## src/rtl/mdiv_pkg.sv

```systemverilog
package mdiv_pkg;
   typedef enum logic [2:0] {
      REG_UNUM = 3'd0,
      REG_SNUM = 3'd1,
      REG_UDEN = 3'd2,
      REG_SDEN = 3'd3,
      REG_QUOT = 3'd4,
      REG_REM  = 3'd5,
      REG_STAT = 3'd6
   } mdiv_reg_e;
endpackage

```

## src/rtl/mdiv_negate.sv

```systemverilog
module mdiv_negate #(
   parameter int W = 32
) (
   input  logic [W-1:0] val_i,
   input  logic         neg_i,
   output logic [W-1:0] val_o
);
   assign val_o = neg_i ? ((~val_i) + W'(1)) : val_i;
endmodule

```

## src/rtl/mdiv_engine.sv

```systemverilog
module mdiv_engine #(
   parameter int DATA_W        = 32,
   parameter int BITS_PER_STEP = 4
) (
   input  logic              clk,
   input  logic              rst_n,
   input  logic              start_i,
   input  logic              kill_i,
   input  logic [DATA_W-1:0] num_i,
   input  logic [DATA_W-1:0] den_i,
   output logic              busy_o,
   output logic              last_o,
   output logic [DATA_W-1:0] quo_o,
   output logic [DATA_W-1:0] rem_o
);
   localparam int STEPS = DATA_W / BITS_PER_STEP;
   localparam int CNT_W = (STEPS > 1) ? $clog2(STEPS) : 1;

   logic [DATA_W-1:0] acc_q, dq_q, den_q;
   logic [CNT_W-1:0]  cnt_q;
   logic              busy_q;

   logic [DATA_W-1:0] acc_c [0:BITS_PER_STEP];
   logic [DATA_W-1:0] dq_c  [0:BITS_PER_STEP];

   assign acc_c[0] = acc_q;
   assign dq_c[0]  = dq_q;

   for (genvar g = 0; g < BITS_PER_STEP; g++) begin : g_stage
      logic [DATA_W:0] trial, diff;
      logic            fits;
      assign trial = {acc_c[g], dq_c[g][DATA_W-1]};
      assign diff  = trial - {1'b0, den_q};
      assign fits  = trial >= {1'b0, den_q};
      assign acc_c[g+1] = fits ? diff[DATA_W-1:0] : trial[DATA_W-1:0];
      assign dq_c[g+1]  = {dq_c[g][DATA_W-2:0], fits};
   end

   assign busy_o = busy_q;
   assign last_o = busy_q && (cnt_q == CNT_W'(STEPS - 1));
   assign quo_o  = dq_c[BITS_PER_STEP];
   assign rem_o  = acc_c[BITS_PER_STEP];

   always_ff @(posedge clk or negedge rst_n) begin
      if (!rst_n) begin
         acc_q  <= '0;
         dq_q   <= '0;
         den_q  <= '0;
         cnt_q  <= '0;
         busy_q <= 1'b0;
      end else if (kill_i) begin
         busy_q <= 1'b0;
      end else if (start_i) begin
         acc_q  <= '0;
         dq_q   <= num_i;
         den_q  <= den_i;
         cnt_q  <= '0;
         busy_q <= 1'b1;
      end else if (busy_q) begin
         acc_q <= acc_c[BITS_PER_STEP];
         dq_q  <= dq_c[BITS_PER_STEP];
         cnt_q <= cnt_q + CNT_W'(1);
         if (last_o) busy_q <= 1'b0;
      end
   end

   AST_RESTART_ZERO: assert property (@(posedge clk) disable iff (!rst_n)
      start_i && !kill_i |=> busy_o && (cnt_q == '0));
   AST_STEP_ADVANCE: assert property (@(posedge clk) disable iff (!rst_n)
      busy_o && !last_o && !start_i && !kill_i |=> busy_o && (cnt_q == $past(cnt_q) + CNT_W'(1)));
   AST_LAST_ENDS: assert property (@(posedge clk) disable iff (!rst_n)
      last_o && !start_i |=> !busy_o);
endmodule

```

## src/rtl/mdiv_top.sv

```systemverilog
module mdiv_top #(
   parameter int DATA_W        = 32,
   parameter int BITS_PER_STEP = 4
) (
   input  logic              clk,
   input  logic              rst_n,
   input  logic              bus_wr,
   input  logic              bus_rd,
   input  logic [2:0]        bus_addr,
   input  logic [DATA_W-1:0] bus_wdata,
   output logic [DATA_W-1:0] bus_rdata
);
   import mdiv_pkg::*;

   if (DATA_W < 2) begin : g_bad_width
      $error("mdiv_top: DATA_W must be at least 2");
   end
   if (BITS_PER_STEP < 1 || (DATA_W % BITS_PER_STEP) != 0) begin : g_bad_step
      $error("mdiv_top: BITS_PER_STEP must divide DATA_W");
   end

   logic [DATA_W-1:0] num_q, den_q, quo_q, rem_q;
   logic              ready_q, dirty_q, qneg_q, rneg_q;

   logic wr_num, wr_den, wr_res, start, op_signed, rd_quot;
   logic [DATA_W-1:0] num_n, den_n, num_mag, den_mag;
   logic neg_num, neg_den;
   logic eng_busy, eng_last;
   logic [DATA_W-1:0] eng_quo, eng_rem, quo_fix, rem_fix;

   assign wr_num    = bus_wr && (bus_addr == REG_UNUM || bus_addr == REG_SNUM);
   assign wr_den    = bus_wr && (bus_addr == REG_UDEN || bus_addr == REG_SDEN);
   assign wr_res    = bus_wr && (bus_addr == REG_QUOT || bus_addr == REG_REM);
   assign start     = wr_num || wr_den;
   assign op_signed = (bus_addr == REG_SNUM) || (bus_addr == REG_SDEN);
   assign rd_quot   = bus_rd && (bus_addr == REG_QUOT);

   assign num_n   = wr_num ? bus_wdata : num_q;
   assign den_n   = wr_den ? bus_wdata : den_q;
   assign neg_num = op_signed && num_n[DATA_W-1];
   assign neg_den = op_signed && den_n[DATA_W-1];

   mdiv_negate #(.W(DATA_W)) u_abs_num (.val_i(num_n),   .neg_i(neg_num), .val_o(num_mag));
   mdiv_negate #(.W(DATA_W)) u_abs_den (.val_i(den_n),   .neg_i(neg_den), .val_o(den_mag));
   mdiv_negate #(.W(DATA_W)) u_fix_quo (.val_i(eng_quo), .neg_i(qneg_q),  .val_o(quo_fix));
   mdiv_negate #(.W(DATA_W)) u_fix_rem (.val_i(eng_rem), .neg_i(rneg_q),  .val_o(rem_fix));

   mdiv_engine #(.DATA_W(DATA_W), .BITS_PER_STEP(BITS_PER_STEP)) u_engine (
      .clk     (clk),
      .rst_n   (rst_n),
      .start_i (start),
      .kill_i  (wr_res),
      .num_i   (num_mag),
      .den_i   (den_mag),
      .busy_o  (eng_busy),
      .last_o  (eng_last),
      .quo_o   (eng_quo),
      .rem_o   (eng_rem)
   );

   always_ff @(posedge clk or negedge rst_n) begin
      if (!rst_n) begin
         num_q   <= '0;
         den_q   <= '0;
         quo_q   <= '0;
         rem_q   <= '0;
         ready_q <= 1'b1;
         dirty_q <= 1'b0;
         qneg_q  <= 1'b0;
         rneg_q  <= 1'b0;
      end else if (start) begin
         num_q   <= num_n;
         den_q   <= den_n;
         ready_q <= 1'b0;
         dirty_q <= 1'b1;
         qneg_q  <= neg_num ^ neg_den;
         rneg_q  <= neg_num;
      end else if (wr_res) begin
         if (bus_addr == REG_QUOT) quo_q <= bus_wdata;
         else                      rem_q <= bus_wdata;
         ready_q <= 1'b1;
         dirty_q <= 1'b1;
      end else begin
         if (eng_last) begin
            quo_q   <= quo_fix;
            rem_q   <= rem_fix;
            ready_q <= 1'b1;
         end
         if (rd_quot) dirty_q <= 1'b0;
      end
   end

   always_comb begin
      case (bus_addr)
         REG_UNUM, REG_SNUM: bus_rdata = num_q;
         REG_UDEN, REG_SDEN: bus_rdata = den_q;
         REG_QUOT:           bus_rdata = quo_q;
         REG_REM:            bus_rdata = rem_q;
         REG_STAT:           bus_rdata = {{(DATA_W-2){1'b0}}, dirty_q, ready_q};
         default:            bus_rdata = '0;
      endcase
   end

   AST_BUSY_NOT_READY: assert property (@(posedge clk) disable iff (!rst_n)
      eng_busy |-> !ready_q);
   AST_START_DIRTY: assert property (@(posedge clk) disable iff (!rst_n)
      start |=> dirty_q && !ready_q);
   AST_QUOT_READ_CLEAN: assert property (@(posedge clk) disable iff (!rst_n)
      rd_quot && !bus_wr |=> !dirty_q);
   AST_RESULT_WRITE: assert property (@(posedge clk) disable iff (!rst_n)
      wr_res |=> ready_q && dirty_q && !eng_busy);
   AST_RESULT_HOLD: assert property (@(posedge clk) disable iff (!rst_n)
      ready_q && !bus_wr |=> $stable(quo_q) && $stable(rem_q));
   AST_STATUS_RO: assert property (@(posedge clk) disable iff (!rst_n)
      bus_wr && bus_addr == REG_STAT |=> $stable(ready_q) && $stable(dirty_q));
endmodule

```

## config.mk

```make
export PLATFORM = sky130hd
export DESIGN_NAME = mdiv_top
export DESIGN_NICKNAME = d
export VERILOG_FILES = /design/src/rtl/mdiv_pkg.sv /design/src/rtl/mdiv_negate.sv /design/src/rtl/mdiv_engine.sv /design/src/rtl/mdiv_top.sv
export SDC_FILE = /design/constraint.sdc
export NUM_CORES = 1
export LEC_CHECK = 0
export BUFFER_PORTS_ARGS = -buffer_cell sky130_fd_sc_hd__buf_2
export CAP_MARGIN = 20
export CORE_ASPECT_RATIO = 0.5
export CORE_MARGIN = 4
export CORE_UTILIZATION = 30
export DETAILED_ROUTE_END_ITERATION = 7
export SYNTH_ARGS = -nofsm -noshare
export SYNTH_HDL_FRONTEND = slang
export SYNTH_SLANG_ARGS = --single-unit
```

## constraint.sdc

```tcl
create_clock -name clk -period 17.55 [get_ports clk]
set_clock_uncertainty 0.15 [all_clocks]
set_input_delay 2.6325 -clock clk [delete_from_list [all_inputs] [get_ports clk]]
set_output_delay 2.6325 -clock clk [all_outputs]
set_load 0.01 [all_outputs]
```

---- Word-level counts from Yosys, hierarchy flattened ----
Cells that the tools add are included.
operators by class
  $add $sub $neg .......................... 9
  multiply operators ...................... 0
  div/mod/pow operators ................... 0
  magnitude comparators ................... 4
  equal/unequal tests ..................... 9
  shift-type cells ........................ 0
  mux-type cells .......................... 33
  bitwise logic cells ..................... 7
  reduce and logical (&&, ||, !) cells .... 23
operators with widths
  cell                                                  number
  two-way mux 32 bit                                    20
  case mux 32 bit (5 select lines)                      1
  >= comparator 33 x 32 -> 1 bit                        4
  adder 32 x 1 -> 32 bit (second input constant)        4
  NOT 32 bit                                            4
  subtractor 32 bit                                     4
  equality test 3 bit (second input constant)           4
  two-way mux 1 bit                                     10
  logical AND 1 bit                                     7
  equality test 3 x 2 -> 1 bit (second input constant)  2
  two-way mux 3 bit                                     2
  AND reduction 3 bit                                   2
  nonzero test 3 bit                                    2
  logical OR 1 bit                                      5
  inequality test 2 bit (second input constant)         2
  AND reduction 2 bit                                   2
  nonzero test 2 bit                                    2
  OR reduction 2 bit                                    2
  adder 3 x 1 -> 3 bit (second input constant)          1
  equality test 3 x 1 -> 1 bit (second input constant)  1
  logical NOT 3 bit                                     1
  NOT 1 bit                                             2
  XOR 1 bit                                             1
word-level totals
  register bits ........................... 232
  bits in latches ......................... 0
  memory bits (writable) .................. 0
  bits in read-only memories .............. 0
  output and inout bits ................... 32
  memories ................................ 0

---- Longest topological paths before layout ----
  depth in word-level cells ............... 13
  gate-level depth with buffers ........... 69
  gate-level depth less buffers ........... 55

---- By module ----
A second synthesis with hierarchy kept.
second synthesis, totals
  cells, all modules ...................... 2,620
  area total of the unflattened synthesis .. 23,726.5 sq um
modules (own cells, without submodules)
  module       times used  cells an instance  area each (sq um)  sequential area each (sq um)
  mdiv_engine  1           1,662              12,974.9           2,502.4
  mdiv_top     1           562                7,643.6            3,304.4
  mdiv_negate  4           99                 777.0              0.0

---- Worst setup path before layout ----
No wires, ideal clock.
  path type ............................... flip-flop to flip-flop
  start point ............................. reg u_engine.den_q[1]
  end point ............................... reg quo_q[28]
  setup time .............................. 95 ps
  arrival time ............................ 13,623 ps
  required time ........................... 17,305 ps
  path slack .............................. 3,682 ps
  stages on the path, launching flop included .. 64
  path buffers ............................ 15
  clock period less this slack ............ 13,868 ps
  cells stage by stage .................... dfrtp_1 > inv_1 > ha_1 > nand2b_1 > a211oi_1 > o31ai_1 > a31oi_2 > or2_2 > clkbuf_1 > clkbuf_1 > clkbuf_1 > nand2_1 > nand2_1 > ha_1 > a21o_1 > a31o_2 > o31ai_1 > a31o_1 > [... 28 more ...] > or3_1 > clkbuf_1 > a21oi_1 > nor2_1 > buf_2 > buf_2 > clkbuf_1 > inv_1 > ha_1 > nand4_1 > or4_1 > clkbuf_1 > or4_1 > or4_1 > o21ai_0 > xnor2_1 > nor2_1 > o31ai_1
between the ends
  cells in the longest elaborated chain, start to end .. 12
RTL lines
  what                                                                 RTL line                              text
  start, declared                                                      mdiv_engine.sv:19                     logic [DATA_W-1:0] acc_q, dq_q, den_q;
  start signal, assigned                                               mdiv_engine.sv:56                     den_q <= den_i;
  subtractor 32 bit or >= comparator 33 x 32 -> 1 bit (tied branches)  mdiv_engine.sv:33, mdiv_engine.sv:34
  two-way mux 32 bit                                                   mdiv_engine.sv:35                     assign acc_c[g+1] = fits ? diff[DATA_W-1:0] : trial[DATA_W-1:0];
  subtractor 32 bit or >= comparator 33 x 32 -> 1 bit (tied branches)  mdiv_engine.sv:33, mdiv_engine.sv:34
  two-way mux 32 bit                                                   mdiv_engine.sv:35
  subtractor 32 bit or >= comparator 33 x 32 -> 1 bit (tied branches)  mdiv_engine.sv:33, mdiv_engine.sv:34
  two-way mux 32 bit                                                   mdiv_engine.sv:35
  >= comparator 33 x 32 -> 1 bit                                       mdiv_engine.sv:34                     assign fits = trial >= {1'b0, den_q};
  NOT 32 bit (*)                                                       mdiv_negate.sv:8                      assign val_o = neg_i ? ((~val_i) + W'(1)) : val_i;
  adder 32 x 1 -> 32 bit (*)                                           mdiv_negate.sv:8
  two-way mux 32 bit (*)                                               mdiv_negate.sv:8
  two-way mux 32 bit (*)                                               mdiv_top.sv:84                        if (eng_last) begin
  two-way mux 32 bit (*)                                               mdiv_top.sv:78                        end else if (wr_res) begin
  end signal, assigned                                                 mdiv_top.sv:79                        if (bus_addr == REG_QUOT) quo_q <= bus_wdata;
  end signal, assigned                                                 mdiv_top.sv:85                        quo_q <= quo_fix;
  end, declared                                                        mdiv_top.sv:22                        logic [DATA_W-1:0] num_q, den_q, quo_q, rem_q;
Mark *: on every way between the ends. The rest lies on a longest branch, timed or not. The select of a mux whose other input is x is not followed.
A chain may end at the register's enable or synchronous reset.

---- Worst setup path after layout ----
Same ends and word-level chain as after synthesis.

==> results_dict.tcl <==
set metrics [dict create \
    status "complete, no violations" \
    antenna_found_initial 3 \
    crit_fanout 38 \
    grt_max_degree 98 \
    first_pass_iters 6 \
    post-route-period-util_pct 95.5 \
    clk_pin_slew_ns 0.06 \
    drt-total-wl_mm 93.9 \
    fin_setup_tns_ns 0 \
    clock-sinks 232 \
    clk_latency_ns 0.56 \
    yosysMostFrequentCell "nand2_1" \
    crit_top_cell "ha_1" \
    ctsHtreeMaxLevel 1 \
    ys_seq_elements 232 \
    min_path_type "reg -> reg" \
    rsz0062_at_grt "no" \
    async_flop_share_pct 100 \
    synthCells 2818 \
    grt_use_total_pct 22.6 \
    coreArea_mm2 0.0734 \
    yosys-top-cells-count "nand2_1, dfrtp_1, o21ai_0" \
    synth_area_leader_cell "dfrtp_1" \
    ant_nets 0 \
    critPathArrivalTime_ns 17.08 \
    die-area_mm2 0.0791 \
    die_y_um 201 \
    cp_slowest_stage_delay_ns 0.75 \
    synth.top_cells.by_area "dfrtp_1, ha_1, mux2i_1" \
    io_buffer_count 70 \
    cts_tree "yes" \
    relSlewSlack_pct 28.0 \
    cp.required_ns 17.86 \
    synth.top_cell.area_share_pct 25.9 \
    via_per_inst 5.91 \
    yosysWarnings 0 \
    r2r_cells 49 \
    cts_buffer_depth 3 \
    fin_crit_ns 16.77 \
    netlist_area_mm2 0.0223 \
    dp.final_hpwl_mm 73.9 \
    top_level_ports 71 \
    seq_area_frac_synth_pct 26.0 \
    grt.overflow.total 0 \
    num_rows 70 \
    path_class "reg -> reg" \
    grt_pass1_vias 21300 \
    drv_slew 0 \
    die_x_um 394 \
    syn_to_final_growth_pct 10.8 \
    grt_pass1_wl_mm 138 \
    cts_root_buffer "clkbuf_16" \
    worstSetupEndpointType "register" \
    final_layout_size_suffix_gt1_share_pct 9.30 \
    hold_depth 2 \
    netlist-cell-type-count 98 \
    drc_errors 0 \
    finalWeightedCongestion 1.02 \
    synth.avg_cell_area_um2 7.93 \
    maxCapViolCount 0 \
    fmax_mhz 59.6 \
    hold_viol_final 0 \
    synth_edf_count 0 \
    holdWs_ns 0.327 \
    vias 22500 \
    startpoint_type "register" \
    finalSetupViolCount 0 \
    numCtsBuffers 28 \
    worstMarginPinSlew_ns 1.07 \
    wire_per_inst_um 24.6 \
    final_core_util_pct 33.7 \
    fin_nets 2995 \
    drt_iter0_drc 2278 \
    start_util_pct 30.4 \
    syn-num-nets 2995 \
    synth_ff_type "dfrtp_1" \
    critPathSlowestCell "or2_2" \
]
## layout by cell type, fill, tap and decap left out, drive strengths merged, types with 55 or more instances in the layout
cell   synthesis  routed
a21oi        196     196
buf           36     106
dfrtp        231     231
ha           134     134
inv          140     140
mux2          55      55
mux2i        157     157
nand2        345     345
nand3         69      69
nor2         219     219
o21ai        242     242
xnor2        139     139
xor2          67      67
## final timing paths
check                                               from                       endpoint  slack, ns
min reg2reg                        quo_q[14]$_DFFE_PN0P_          quo_q[14]$_DFFE_PN0P_       0.33
min in group asynchronous                          rst_n          quo_q[19]$_DFFE_PN0P_       1.90
max in group asynchronous                          rst_n  u_engine.den_q[8]$_DFFE_PN0P_      14.28
max                        u_engine.den_q[1]$_DFFE_PN0P_          quo_q[28]$_DFFE_PN0P_       0.78
max reg2reg                u_engine.den_q[1]$_DFFE_PN0P_          quo_q[28]$_DFFE_PN0P_       0.78
min                                quo_q[14]$_DFFE_PN0P_          quo_q[14]$_DFFE_PN0P_       0.33
## through the flow
| stage | cell area [um^2] | cells | setup slack [ns] |
|---|---|---|---|
| after floorplan | 22300 | 2818 | 3.68 |
| after global placement | 23700 | 3755 | 0.883 |
| after CTS | 24600 | 3809 | 0.639 |
| final | 24700 | 3813 | 0.782 |
| after global routing | 24700 | 3812 | 0.145 |
| after detailed placement | 23700 | 3757 | 0.744 |
## sequential cells by signal (all words and copies together) (netlist names)
signal	count
qneg_q	1
dirty_q	1
u_engine.cnt_q	3
u_engine.acc_q	32
quo_q	32
u_engine.dq_q	32
u_engine.den_q	32
rneg_q	1
rem_q	32
u_engine.busy_o	1
ready_q	1
den_q	32
num_q	32
## timing repair
action,4_1_cts,5_1_grt
buffers inserted,0,0
endpoints found under the setup margin,0,5
hold buffers,0,0
resized for setup,0,7
## critical path, delay by kind of cell, from the launching register on
kind,cells,cell delay (ns)
adders and majority gates,5,1.84
DFF,1,0.50
xor gates and xnor gates,1,0.16
and+or+nand+nor,14,4.92
AOI/OAI and AO/OA,24,7.96
buffers and inverters,5,1.05
## kinds of logic after synthesis
group	Yosys count	share of synthesized area (%)
adder cells (fa/ha/maj)	138	7.87
AND/OR/NAND/NOR	892	18.5
multiplexers	214	10.0
flip-flops	232	26.0
buffers and inverters	277	4.80
AO/OA/AOI/OAI	859	24.8
XOR/XNOR	206	8.08
## cell type report
class                      instances  area [um^2]
fill                            7768        48700
multi-input combinational       2309        15600
sequential                       232         5810
tap                              972         1220
clock buffer                      43          828
timing repair buffer             107          698
inverter                         140          526
clock inverter                     9         80.1
antenna                            1         2.50
## per-layer routing
metal | GRT usage [%] | vias up | share of wire (%)
li1 | - | 10200 | -
met1 | 30.8 | 11100 | 43
met4 | 9.29 | 4 | 4.5
met2 | 35.5 | 1045 | 44
met3 | 3.77 | 204 | 8.6
met5 | 0 | - | 0.033
Power is left out: the tool's default activity adds up to more than one toggle a clock period on the data nets, which glitch-free logic cannot reach.
